**config.mk**
```make
export PLATFORM = sky130hd
export DESIGN_NAME = mulit_core
export DESIGN_NICKNAME = d
export VERILOG_FILES = /design/src/rtl/mulit_pkg.sv /design/src/rtl/mulit_term_detect.sv /design/src/rtl/mulit_digit_step.sv /design/src/rtl/mulit_seq.sv /design/src/rtl/mulit_core.sv
export SDC_FILE = /design/constraint.sdc
export NUM_CORES = 2
export LEC_CHECK = 0
export BUFFER_PORTS_ARGS = -buffer_cell sky130_fd_sc_hd__clkbuf_2
export CAP_MARGIN = 20
export CORE_ASPECT_RATIO = 0.7
export CORE_UTILIZATION = 25
export DETAILED_ROUTE_END_ITERATION = 8
export GPL_ROUTABILITY_DRIVEN = 0
export GPL_TIMING_DRIVEN = 0
export PLACE_DENSITY = 0.48
export SLEW_MARGIN = 25
export SYNTH_ARGS = -nofsm -noshare
export SYNTH_HDL_FRONTEND = slang
export SYNTH_SLANG_ARGS = --single-unit
```
**constraint.sdc**
```tcl
create_clock -name clk -period 8.2 [get_ports clk]
set_input_delay 0.41 -clock clk [delete_from_list [all_inputs] [get_ports clk]]
set_output_delay 0.41 -clock clk [all_outputs]
set_load 0.02 [all_outputs]
```
**src/rtl/mulit_pkg.sv**
```systemverilog
package mulit_pkg;

  localparam logic [1:0] OPC_MUL  = 2'b00;
  localparam logic [1:0] OPC_MLA  = 2'b01;
  localparam logic [1:0] OPC_MULL = 2'b10;
  localparam logic [1:0] OPC_MLAL = 2'b11;

  typedef enum logic [1:0] {
    PH_IDLE = 2'd0,
    PH_ITER = 2'd1,
    PH_FIX  = 2'd2,
    PH_ACC  = 2'd3
  } phase_e;

  function automatic logic op_is_long(input logic [1:0] opc);
    return opc[1];
  endfunction

  function automatic logic op_has_acc(input logic [1:0] opc);
    return opc[0];
  endfunction

endpackage

```
**src/rtl/mulit_term_detect.sv**
```systemverilog
module mulit_term_detect #(
  parameter int XLEN = 32,
  parameter int DW   = 8,
  localparam int NDIG = XLEN / DW,
  localparam int CW   = $clog2(NDIG + 1)
) (
  input  logic [XLEN-1:0] mplier,
  input  logic            allow_ones,
  output logic [CW-1:0]   m_out,
  output logic            fill
);

  logic [NDIG-1:0] hit;

  assign hit[NDIG-1] = 1'b1;

  for (genvar k = 1; k < NDIG; k++) begin : g_chk
    logic all_zero, all_one;
    assign all_zero = ~|mplier[XLEN-1:k*DW];
    assign all_one  = &mplier[XLEN-1:k*DW];
    assign hit[k-1] = all_zero | (allow_ones & all_one);
  end

  always_comb begin
    m_out = CW'(NDIG);
    for (int i = NDIG - 1; i >= 0; i--) begin
      if (hit[i]) m_out = CW'(i + 1);
    end
  end

  assign fill = allow_ones & mplier[XLEN-1];

endmodule

```
**src/rtl/mulit_digit_step.sv**
```systemverilog
module mulit_digit_step #(
  parameter int XLEN = 32,
  parameter int DW   = 8,
  localparam int PW  = 2 * XLEN,
  localparam int DGW = DW + 2
) (
  input  logic [PW-1:0] mcand_sh,
  input  logic [DW-1:0] dbyte,
  input  logic          neg_top,
  output logic [PW-1:0] term
);

  localparam logic [DGW-1:0] TOP_WEIGHT = DGW'(1) << DW;

  logic [DGW-1:0] digit;
  logic [PW-1:0]  dext;

  always_comb begin
    digit = {2'b00, dbyte} - (neg_top ? TOP_WEIGHT : '0);
    dext  = {{(PW - DGW){digit[DGW-1]}}, digit};
    term  = mcand_sh * dext;
  end

endmodule

```
**src/rtl/mulit_seq.sv**
```systemverilog
module mulit_seq
  import mulit_pkg::*;
#(
  parameter int XLEN = 32,
  parameter int DW   = 8,
  localparam int NDIG = XLEN / DW,
  localparam int CW   = $clog2(NDIG + 1)
) (
  input  logic          clk,
  input  logic          rst_n,
  input  logic          start,
  input  logic [1:0]    op_in,
  input  logic [CW-1:0] m_in,
  output phase_e        phase,
  output logic [1:0]    op_q,
  output logic          last_iter,
  output logic          finish,
  output logic          ready,
  output logic          done
);

  phase_e        phase_q, phase_d;
  logic [CW-1:0] idx_q, m_q;
  logic          done_q;

  assign phase     = phase_q;
  assign ready     = (phase_q == PH_IDLE);
  assign done      = done_q;
  assign last_iter = (phase_q == PH_ITER) && (idx_q == m_q - CW'(1));

  always_comb begin
    phase_d = phase_q;
    finish  = 1'b0;
    unique case (phase_q)
      PH_IDLE: if (start) phase_d = PH_ITER;
      PH_ITER: if (last_iter) begin
        if (op_is_long(op_q))      phase_d = PH_FIX;
        else if (op_has_acc(op_q)) phase_d = PH_ACC;
        else begin
          phase_d = PH_IDLE;
          finish  = 1'b1;
        end
      end
      PH_FIX: begin
        if (op_has_acc(op_q)) phase_d = PH_ACC;
        else begin
          phase_d = PH_IDLE;
          finish  = 1'b1;
        end
      end
      PH_ACC: begin
        phase_d = PH_IDLE;
        finish  = 1'b1;
      end
      default: phase_d = PH_IDLE;
    endcase
  end

  always_ff @(posedge clk or negedge rst_n) begin
    if (!rst_n) begin
      phase_q <= PH_IDLE;
      idx_q   <= '0;
      m_q     <= CW'(1);
      op_q    <= OPC_MUL;
      done_q  <= 1'b0;
    end else begin
      phase_q <= phase_d;
      done_q  <= finish;
      if (phase_q == PH_IDLE && start) begin
        idx_q <= '0;
        m_q   <= m_in;
        op_q  <= op_in;
      end else if (phase_q == PH_ITER) begin
        idx_q <= idx_q + CW'(1);
      end
    end
  end

  p_iter_bound_r1: assert property (@(posedge clk) disable iff (!rst_n)
    (phase_q == PH_ITER) |-> (idx_q < m_q));

  p_long_fix_r4: assert property (@(posedge clk) disable iff (!rst_n)
    (last_iter && op_is_long(op_q)) |=> (phase_q == PH_FIX));

  p_done_idle_r7: assert property (@(posedge clk) disable iff (!rst_n)
    done_q |-> (phase_q == PH_IDLE));

endmodule

```
**src/rtl/mulit_core.sv**
```systemverilog
module mulit_core
  import mulit_pkg::*;
#(
  parameter int XLEN = 32,
  parameter int DW   = 8,
  localparam int NDIG = XLEN / DW,
  localparam int CW   = $clog2(NDIG + 1),
  localparam int PW   = 2 * XLEN
) (
  input  logic            clk,
  input  logic            rst_n,
  input  logic            start_valid,
  output logic            start_ready,
  input  logic [1:0]      op,
  input  logic            sgn,
  input  logic [XLEN-1:0] op_a,
  input  logic [XLEN-1:0] op_b,
  input  logic [PW-1:0]   acc_in,
  output logic            done,
  output logic [PW-1:0]   result
);

  logic            accept, allow_ones, fill_in, fill_q;
  logic [CW-1:0]   m_in;
  phase_e          phase;
  logic [1:0]      op_q;
  logic            last_iter, finish;
  logic [PW-1:0]   sum_q, sum_d, mcand_q, acc_q, term, res_q;
  logic [XLEN-1:0] mplier_q;

  assign accept     = start_valid & start_ready;
  assign allow_ones = ~(op_is_long(op) & ~sgn);

  mulit_term_detect #(.XLEN(XLEN), .DW(DW)) u_det (
    .mplier     (op_b),
    .allow_ones (allow_ones),
    .m_out      (m_in),
    .fill       (fill_in)
  );

  mulit_seq #(.XLEN(XLEN), .DW(DW)) u_seq (
    .clk       (clk),
    .rst_n     (rst_n),
    .start     (accept),
    .op_in     (op),
    .m_in      (m_in),
    .phase     (phase),
    .op_q      (op_q),
    .last_iter (last_iter),
    .finish    (finish),
    .ready     (start_ready),
    .done      (done)
  );

  mulit_digit_step #(.XLEN(XLEN), .DW(DW)) u_step (
    .mcand_sh (mcand_q),
    .dbyte    (mplier_q[DW-1:0]),
    .neg_top  (last_iter & ~op_is_long(op_q) & fill_q),
    .term     (term)
  );

  always_comb begin
    sum_d = sum_q;
    unique case (phase)
      PH_ITER: sum_d = sum_q + term;
      PH_FIX:  if (fill_q) sum_d = sum_q - mcand_q;
      PH_ACC:  sum_d = sum_q + acc_q;
      default: sum_d = sum_q;
    endcase
  end

  always_ff @(posedge clk or negedge rst_n) begin
    if (!rst_n) begin
      sum_q    <= '0;
      mcand_q  <= '0;
      mplier_q <= '0;
      acc_q    <= '0;
      fill_q   <= 1'b0;
      res_q    <= '0;
    end else begin
      if (accept) begin
        sum_q    <= '0;
        mcand_q  <= (op_is_long(op) & sgn) ? {{XLEN{op_a[XLEN-1]}}, op_a}
                                           : {{XLEN{1'b0}}, op_a};
        mplier_q <= op_b;
        acc_q    <= op_is_long(op) ? acc_in : {{XLEN{1'b0}}, acc_in[XLEN-1:0]};
        fill_q   <= fill_in;
      end else begin
        sum_q <= sum_d;
        if (phase == PH_ITER) begin
          mcand_q  <= mcand_q << DW;
          mplier_q <= mplier_q >> DW;
        end
      end
      if (finish) begin
        res_q <= op_is_long(op_q) ? sum_d : {{XLEN{1'b0}}, sum_d[XLEN-1:0]};
      end
    end
  end

  assign result = res_q;

  p_busy_blocks_r8: assert property (@(posedge clk) disable iff (!rst_n)
    accept |=> !start_ready);

  p_hold_r9: assert property (@(posedge clk) disable iff (!rst_n)
    (start_ready && !start_valid) |=> $stable(result));

  p_unsigned_nofill_r5: assert property (@(posedge clk) disable iff (!rst_n)
    (accept && op[1] && !sgn) |=> !fill_q);

  p_short_upper_zero_r2: assert property (@(posedge clk) disable iff (!rst_n)
    (done && !op_q[1]) |-> (result[PW-1:XLEN] == '0));

endmodule

```
==> reports/summary.txt <==
=====================================================================================
Status                                                                   finished, final reports clean
Final worst clock skew                                                      0.0378 ns
Final setup violation count                                                         0
Worst setup path class                                                     reg -> reg
Maximum fanout along the worst path                                                 7
Worst-path cell with the longest stage delay                             sky130_fd_sc_hd__nor2_2
TritonCTS clock tree                                                            built
Area used by multi-input combinational logic                              31100 sq um
Critical path data arrival time                                               8.60 ns
Slew at the pin closest to its max-slew limit                                 1.17 ns
Net count of the finished layout                                                 6164
Post-synthesis area per instance                                           8.32 sq um
Async SR Flop Fraction                                                           100%
Placeable Area                                                           164000 sq um
Layout filler cell count                                                        17.7k
Most numerous cell on the critical path                                  sky130_fd_sc_hd__fa_2
Starting DRT DRC Count                                                           3855
Maximum buffer depth of the clock tree                                              3
DRC viols                                                                           0
Synthesized netlist net count                                                    5890
Synthesis warning total                                                             0
Post-route minimum period                                                     8.11 ns
Clock-pin slew of the registers on the worst-case setup and hold paths        0.06 ns
Number of vias in the routed layout                                             38.3k
Total global routing overflow                                                       0
Met3 layer usage reported by global route                                       7.56%
Signed area change from the synthesized netlist to the final layout             16.0%
Routed WL                                                                187000 microns
Starting density of the core                                                    25.2%
Clock latency on the worst-skew pair                                          0.63 ns
Fmax                                                                        0.123 GHz
Number of nets with antenna violations after routing                                0
Number of antenna violations at the first check in global routing                   8
Total iterations of the first detailed-routing run                                  5
Hpwl dp                                                                  157000 microns
Flip-flop cell with the highest count after synthesis                    sky130_fd_sc_hd__dfrtp_1
Total Neg Setup Slack                                                            0 ns
Largest stage delay on the critical path                                      0.61 ns
GRT met1 Usage                                                                  33.3%
Worst setup SP type                                                          register
Gate count of the mapped netlist                                                 4968
First-pass GRT wire length                                               271000 microns
Worst-case headroom to the max-slew limit                                       22.0%
Routed length per placed instance                                        25.0 microns
Count of different cell masters after synthesis                                    81
Cell area after technology mapping                                        41300 sq um
Type of destination of the critical path                                     register
Via density                                                                      5.11
Vias in the first global route                                                  37.6k
Total track usage                                                               22.3%
Number of sinks driven by the clock tree                                          300
Register bit count reported by yosys                                              300
Die footprint                                                            167000 sq um
Largest net degree at the start of global routing                                  69
Die extent in x                                                           488 microns
Final-report max-slew violation count                                               0
I/O pin count                                                                     200
Number of maximum-capacitance constraint violations                                 0
RSZ-0062 raised after global routing                                            false
Total area of sequential cells                                             7510 sq um
Final period util                                                               98.9%
Die height                                                                342 microns
Most crowded layer after global routing                                          met1
Grt met2 use                                                                    29.6%
Count of input and output buffers                                                 198
Hold Fails Final Rpt                                                                0
Total clock buffers created by CTS                                                 40
Share of post-route cells with drive strength above 1                           9.31%
Number of rows in the core area                                                   124
Count of flip-flops with a built-in enable after synthesis                          0
Clock root buffer                                                        sky130_fd_sc_hd__clkbuf_16
Max H-tree Level                                                                    2
Worst min path class                                                        in -> reg
Portion of the post-synthesis area used by sequential elements                  18.2%
Required time of the critical path                                            8.69 ns
=====================================================================================
-- what timing repair did --
action                                  CTS  global route
resized for setup                       115            80
endpoints found under the hold margin    61             0
buffers inserted                         18             4
hold buffers                             23             0
endpoints found under the setup margin   94            61
pin swaps                                27            41
-- worst max-delay path: cells and delay by family, from the launching register on --
kind                     cells  cell delay [ns]
XOR/XNOR                     1             0.17
AND/OR/NAND/NOR              5             1.27
buffers and inverters       10             1.40
AO/OA/AOI/OAI                7             1.94
adder cells (fa/ha/maj)      6             2.79
flip-flops                   1             0.36
-- sequential cells by signal (all words and copies together), names as in the netlist --
register,flops
acc_q,64
mcand_q,64
result,64
sum_q,64
mplier_q,32
u_seq.idx_q,3
u_seq.m_q,3
u_seq.op_q,2
u_seq.phase,2
fill_q,1
u_seq.done,1
-- per-stage QoR --
| stage | hold slack [ns] | utilization, % | std cells | cell area (sq um) | setup slack, ns |
|---|---|---|---|---|---|
| floorplan | 0.114 | - | 4968 | 41300 | 0.436 |
| global placement | 0.462 | 27.5 | 7371 | 45100 | -4.28 |
| detailed placement | 0.404 | 27.7 | 7379 | 45300 | -2.16 |
| CTS | 0.00376 | 29.1 | 7484 | 47600 | 0.00916 |
| global route | 0.0269 | 29.3 | 7478 | 47900 | 0.0205 |
| finish | 0.0315 | 29.3 | 7486 | 47900 | 0.0924 |
-- area by class of cell --
type | count | share of cell area (%)
tap | 2205 | 5.76
clock inverter | 20 | 0.747
clock buffer | 53 | 2.38
antenna | 8 | 0.0418
timing repair buffer | 251 | 3.29
multi-input combinational | 3767 | 64.9
sequential | 300 | 15.7
buffer | 293 | 2.59
inverter | 589 | 4.64
-- final timing paths --
| check | to | slack [ns] | depth (start not counted) | from |
|---|---|---|---|---|
| setup / recovery | result[63] | 0.09 | 29 | u_seq.phase[1] |
| hold / removal | acc_q[14] | 0.03 | 3 | acc_in[14] |
| max in group asynchronous | mcand_q[27] | 7.04 | 3 | rst_n |
| setup reg to reg | result[63] | 0.09 | 29 | u_seq.phase[1] |
| hold reg to reg | mplier_q[19] | 0.48 | 2 | mplier_q[19] |
| min in group asynchronous | acc_q[48] | 0.31 | 2 | rst_n |
-- cells in the final DEF, fill, tap and decap left out, types with 234 or more instances in the layout --
cell type	Yosys	layout
sky130_fd_sc_hd__a21oi_1	327	314
sky130_fd_sc_hd__inv_1	585	581
sky130_fd_sc_hd__fa_1	519	513
sky130_fd_sc_hd__clkbuf_1	281	244
sky130_fd_sc_hd__nor2_1	303	287
sky130_fd_sc_hd__dfrtp_1	299	299
sky130_fd_sc_hd__and2_1	309	309
sky130_fd_sc_hd__nand2_1	747	747
sky130_fd_sc_hd__ha_1	269	248
sky130_fd_sc_hd__o21ai_0	244	234
-- cells in the mapped netlist, drive strengths merged, types with 12 or more instances --
cell | count | share of area [%]
mux2 | 19 | 0.52
fa | 519 | 25
dfrtp | 299 | 18
mux2i | 24 | 0.58
a31oi | 39 | 0.61
nand2b | 16 | 0.24
nor2b | 24 | 0.36
o211ai | 44 | 0.80
clkbuf | 281 | 2.6
nand2 | 747 | 6.8
and3 | 33 | 0.50
o21ai | 247 | 3.0
and2 | 310 | 4.7
o22ai | 22 | 0.33
ha | 269 | 8.1
o21a | 35 | 0.64
and4 | 12 | 0.25
inv | 586 | 5.3
xnor2 | 114 | 2.4
nor4 | 17 | 0.26
nand3 | 68 | 0.82
nor3 | 39 | 0.48
a21oi | 327 | 4.0
a211oi | 38 | 0.69
xor2 | 69 | 1.5
o21bai | 31 | 0.56
nand4 | 62 | 0.95
buf | 31 | 0.33
a21o | 78 | 1.4
nor2 | 303 | 2.8
a22oi | 79 | 1.4
o31ai | 30 | 0.55
-- cell families (layout without fill, tap and decap cells) --
family	Yosys count	after routing	share of synthesized area (%)
DFF	300	300	18.2
other	0	8	0
AOI/OAI and AO/OA	1092	1092	16.7
and+or+nand+nor	1661	1661	18.6
muxes	43	43	1.10
adders and majority gates	788	788	33.3
buffers and inverters	901	1206	8.23
xor gates and xnor gates	183	183	3.88
-- per-layer routing --
metal	routed length, microns	share of wire [%]	up-vias
met3	23600	13	263
met1	86500	46	19100
met2	71100	38	1963
li1	-	-	16900
met5	13	0.0069	-
met4	5920	3.2	2
Power is left out: the tool's default activity adds up to more than one toggle a clock period on the data nets, which glitch-free logic cannot reach.
